`src/rtl/sbus_alu.sv`:
```
module sbus_alu #(
  parameter int W = 8
) (
  input  logic         clk,
  input  logic         rst_n,
  input  logic [W-1:0] bus_in,
  input  logic         ld,
  input  logic [5:0]   wr_op,
  output logic [W-1:0] bus_out,
  output logic         bus_drive,
  output logic         flag_neg,
  output logic         flag_zero
);

  logic [W-1:0] a_q, b_q;
  logic         slot_b;

  wire [W-1:0] r_add = a_q + b_q;
  wire [W-1:0] r_sub = a_q - b_q;
  wire [W-1:0] r_and = a_q & b_q;
  wire [W-1:0] r_or  = a_q | b_q;
  wire [W-1:0] r_not = ~a_q;
  wire [W-1:0] r_inc = a_q + W'(1);

  logic [W-1:0] sel;
  always_comb begin
    if      (wr_op[0]) sel = r_add;
    else if (wr_op[1]) sel = r_sub;
    else if (wr_op[2]) sel = r_and;
    else if (wr_op[3]) sel = r_or;
    else if (wr_op[4]) sel = r_not;
    else if (wr_op[5]) sel = r_inc;
    else               sel = '0;
  end

  assign bus_drive = |wr_op;
  assign bus_out   = sel;

  always_ff @(posedge clk) begin
    if (!rst_n) begin
      a_q       <= '0;
      b_q       <= '0;
      slot_b    <= 1'b0;
      flag_neg  <= 1'b0;
      flag_zero <= 1'b0;
    end else begin
      if (ld) begin
        if (slot_b) b_q <= bus_in;
        else        a_q <= bus_in;
      end
      if (bus_drive) begin
        slot_b    <= 1'b0;
        flag_neg  <= sel[W-1];
        flag_zero <= (sel == '0);
      end else if (ld) begin
        slot_b    <= 1'b1;
      end
    end
  end

endmodule

```
`config.mk`:
```
export PLATFORM = sky130hd
export DESIGN_NAME = sbus_alu
export DESIGN_NICKNAME = d
export VERILOG_FILES = /design/src/rtl/sbus_alu.sv
export SDC_FILE = /design/constraint.sdc
export NUM_CORES = 1
export LEC_CHECK = 0
export BUFFER_PORTS_ARGS = -buffer_cell sky130_fd_sc_hd__buf_2
export CORE_UTILIZATION = 45
export DETAILED_ROUTE_END_ITERATION = 10
export PLACE_DENSITY_LB_ADDON = 0.25
export SLEW_MARGIN = 15
export SYNTH_ARGS = -nofsm -noshare
export SYNTH_HDL_FRONTEND = slang
export SYNTH_SLANG_ARGS = --single-unit
```
`constraint.sdc`:
```
create_clock -name clk -period 5 [get_ports clk]
set_clock_uncertainty 0.1 [all_clocks]
set_input_delay 1.25 -clock clk [delete_from_list [all_inputs] [get_ports clk]]
set_output_delay 1.25 -clock clk [all_outputs]
set_load 0.02 [all_outputs]
```
==> results.py <==
metrics = {
    "worst_hold_path": {
        "whs_endpoint": "b_q[7]",
        "holdCritStartpoint": "b_q[7]",
        "hp-class": "flip-flop to flip-flop",
        "whs_path_depth": 2,
    },
    "layout": {
        "final_cell_area_um2": 2210,
        "syn2layout_area_growth_pct": 9.485,
        "nFillCells": 419,
        "drive_above_1_share": 0.1362,
        "final_nets": 325,
        "num_antenna_cells": 0,
        "layout_common_cells": "27 x buf_2, 26 x inv_1, 26 x ha_1",
        "mostFrequentLayoutCell": "buf_2",
    },
    "timing": {
        "finalHoldViolCount": 0,
        "relSlewSlack": 0.6517,
        "finalMaxSlewViolations": 0,
        "fmax_mhz": 235.7,
        "tns_ns": 0,
        "setup_viol": 0,
        "tightest_slew_ns": 0.5225,
        "fin_crit_sh": 0.8484,
        "period_minus_slack_ns": 4.242,
        "rsz0062_at_grt": "no",
    },
    "power": {
        "peakVddDrop_uv": 173.8,
        "p_leak_nw": 0.9466,
        "power_density_nw_per_um2": 176.8,
    },
    "floorplanning": {
        "die-width_um": 68.97,
        "core_area_um2": 4144,
        "dieArea_um2": 4757,
        "num_rows": 23,
        "dieHeight_um": 68.97,
        "num_io_pins": 28,
        "initial_core_util": 0.4870,
    },
    "routing": {
        "drcViolationCount": 0,
        "wirelength_mm": 5.007,
        "routed_via_density": 5.884,
        "firstDrtPassIters": 5,
        "route.vias.total": 1936,
        "drtAntennaViolNets": 0,
        "drt_iter0_markers": 109,
        "avgRoutedWirePerCell_um": 15.22,
    },
    "grt": {
        "grt_pass1_vias": 1761,
        "grt_first_pass_wirelength_mm": 8.176,
        "track_usage": 0.2289,
        "gr-total-overflow": 0,
        "antenna_found_initial": 0,
        "grt_start_max_net_pins": 21,
    },
    "setup_path": {
        "regToRegSetupSlack_ns": 1.94,
        "end_kind": "output pin",
        "r2r-end": "flag_zero",
        "cp_data_required_time_ns": 3.65,
        "worstSetupStartpointType": "flip-flop",
        "crit_type": "flip-flop to output pin",
        "r2r_start": "a_q[0]",
        "critical_path_peak_fanout": 10,
        "critPathArrivalTime_ns": 2.89,
        "ff2ff_path_depth": 9,
    },
    "synth": {
        "syn-mean-instance-area_um2": 7.822,
        "synth_warnings": 0,
        "ys_async_sr_fraction": 0,
        "yosysSeqAreaShare": 0.1885,
        "ys_ff_latch": 19,
        "synth_cell_types": 54,
        "ys.flop_type": "dfxtp_1",
        "synth_top_area_share": 0.1885,
        "postSynthCellCount": 258,
        "syn-num-nets": 303,
        "synth_edf_count": 0,
        "synthTopCellsByArea": "dfxtp_1 19%, ha_1 16%, mux2i_1 5.5%",
        "synth.cell_area_um2": 2018,
        "yosysTopAreaCell": "dfxtp_1",
    },
    "clock_tree": {
        "clk-insertion-delay-late_ns": 0.25,
        "numCtsBuffers": 3,
        "cts.htree.levels": 1,
        "clock_sinks": 19,
        "ctsResizeCount": 0,
        "cts_tree": "built",
        "root_buffer": "clkbuf_8",
        "postCtsSetupBuffers": 0,
        "cts_buffer_depth": 2,
        "clk_pin_slew_ns": 0.07,
        "postCtsHoldBufs": 0,
    },
    "placement": {
        "placed_area_um2": 2165,
        "gp_congestion": 0.9079,
        "port_buffers": 27,
        "place.detailed.hpwl_mm": 4.016,
    },
    "flow_run": {
        "max-cap-violations": 0,
    },
    "status": {
        "outcome": "completed",
    },
}
## critical path, stage by stage (launching register included)
cell	delay, ns
dfxtp_1	0.56
inv_1	0.17
ha_1	0.34
a21oi_1	0.10
o211ai_1	0.36
nor4b_1	0.11
a41o_1	0.21
or3_1	0.38
a21oi_2	0.21
buf_2	0.21
## final cells by class
| class | count | area (µm²) | share of cell area |
|---|---|---|---|
| clock buffer | 4 | 45.04 | 0.02039 |
| multi-input combinational | 200 | 1474 | 0.6670 |
| inverter | 28 | 105.1 | 0.04757 |
| timing repair buffer | 28 | 142.6 | 0.06455 |
| sequential | 19 | 380.4 | 0.1721 |
| tap | 50 | 62.56 | 0.02831 |
## stage by stage
stage               hold WS (ns)  total power, mW  std cells  setup slack (ns)  utilization
floorplan                 0.3603           0.2543        258             1.169            -
global placement          0.3726           0.2884        325            0.9355       0.5223
detailed placement        0.3859           0.2887        325            0.9036       0.5223
CTS                       0.3963           0.3941        329            0.7746       0.5332
global route              0.4093           0.4134        329            0.5779       0.5332
finish                    0.3889           0.3907        329            0.7578       0.5332
## cells in the mapped netlist (5+ instances only)
cell	count
inv_1	26
nand3_1	14
ha_1	26
a31oi_1	5
mux2i_1	11
clkbuf_1	6
xnor2_1	6
o21ai_0	10
nand2_1	18
nand2b_1	8
nor2b_1	9
dfxtp_1	19
a21boi_0	8
a21oi_1	12
o211ai_1	6
nor2_1	15
## layer usage
| layer | share of wire | wire length (µm) | global-route usage |
|---|---|---|---|
| met5 | 0 | 0 | 0 |
| met4 | 0.0096 | 48 | 0.04592 |
| met3 | 0.040 | 198 | 0.01316 |
| met2 | 0.45 | 2240 | 0.3811 |
| met1 | 0.50 | 2519 | 0.3235 |
## sequential cells by signal, summed over array words and instances, names as in the netlist
name       count
a_q            8
b_q            8
flag_neg       1
flag_zero      1
slot_b         1
## worst max path at each step
stage,from,end,slack [ns],cells after the start
global route,a_q[1],bus_out[7],0.58,9
global placement,wr_op[0],bus_out[7],0.94,7
detailed placement,wr_op[0],bus_out[7],0.90,7
finish,a_q[1],bus_out[7],0.76,9
CTS,a_q[1],bus_out[7],0.77,9
floorplan,wr_op[3],bus_out[5],1.17,5
## cell families (layout without fill, tap and decap cells)
group / after synthesis / in the layout / synth area share
AND/OR/NAND/NOR: 84 / 84 / 0.2170
XOR/XNOR: 6 / 6 / 0.02604
AO/OA/AOI/OAI: 71 / 71 / 0.2517
buffers and inverters: 39 / 60 / 0.08121
flip-flops: 19 / 19 / 0.1885
multiplexers: 11 / 11 / 0.05456
adder cells (fa/ha/maj): 28 / 28 / 0.1810
## power breakdown
| group | switching [mW] | internal, mW |
|---|---|---|
| registers | 0.00880 | 0.156 |
| clock network | 0.0471 | 0.0565 |
| logic | 0.0734 | 0.0486 |
(Power assumes the default switching activity.)
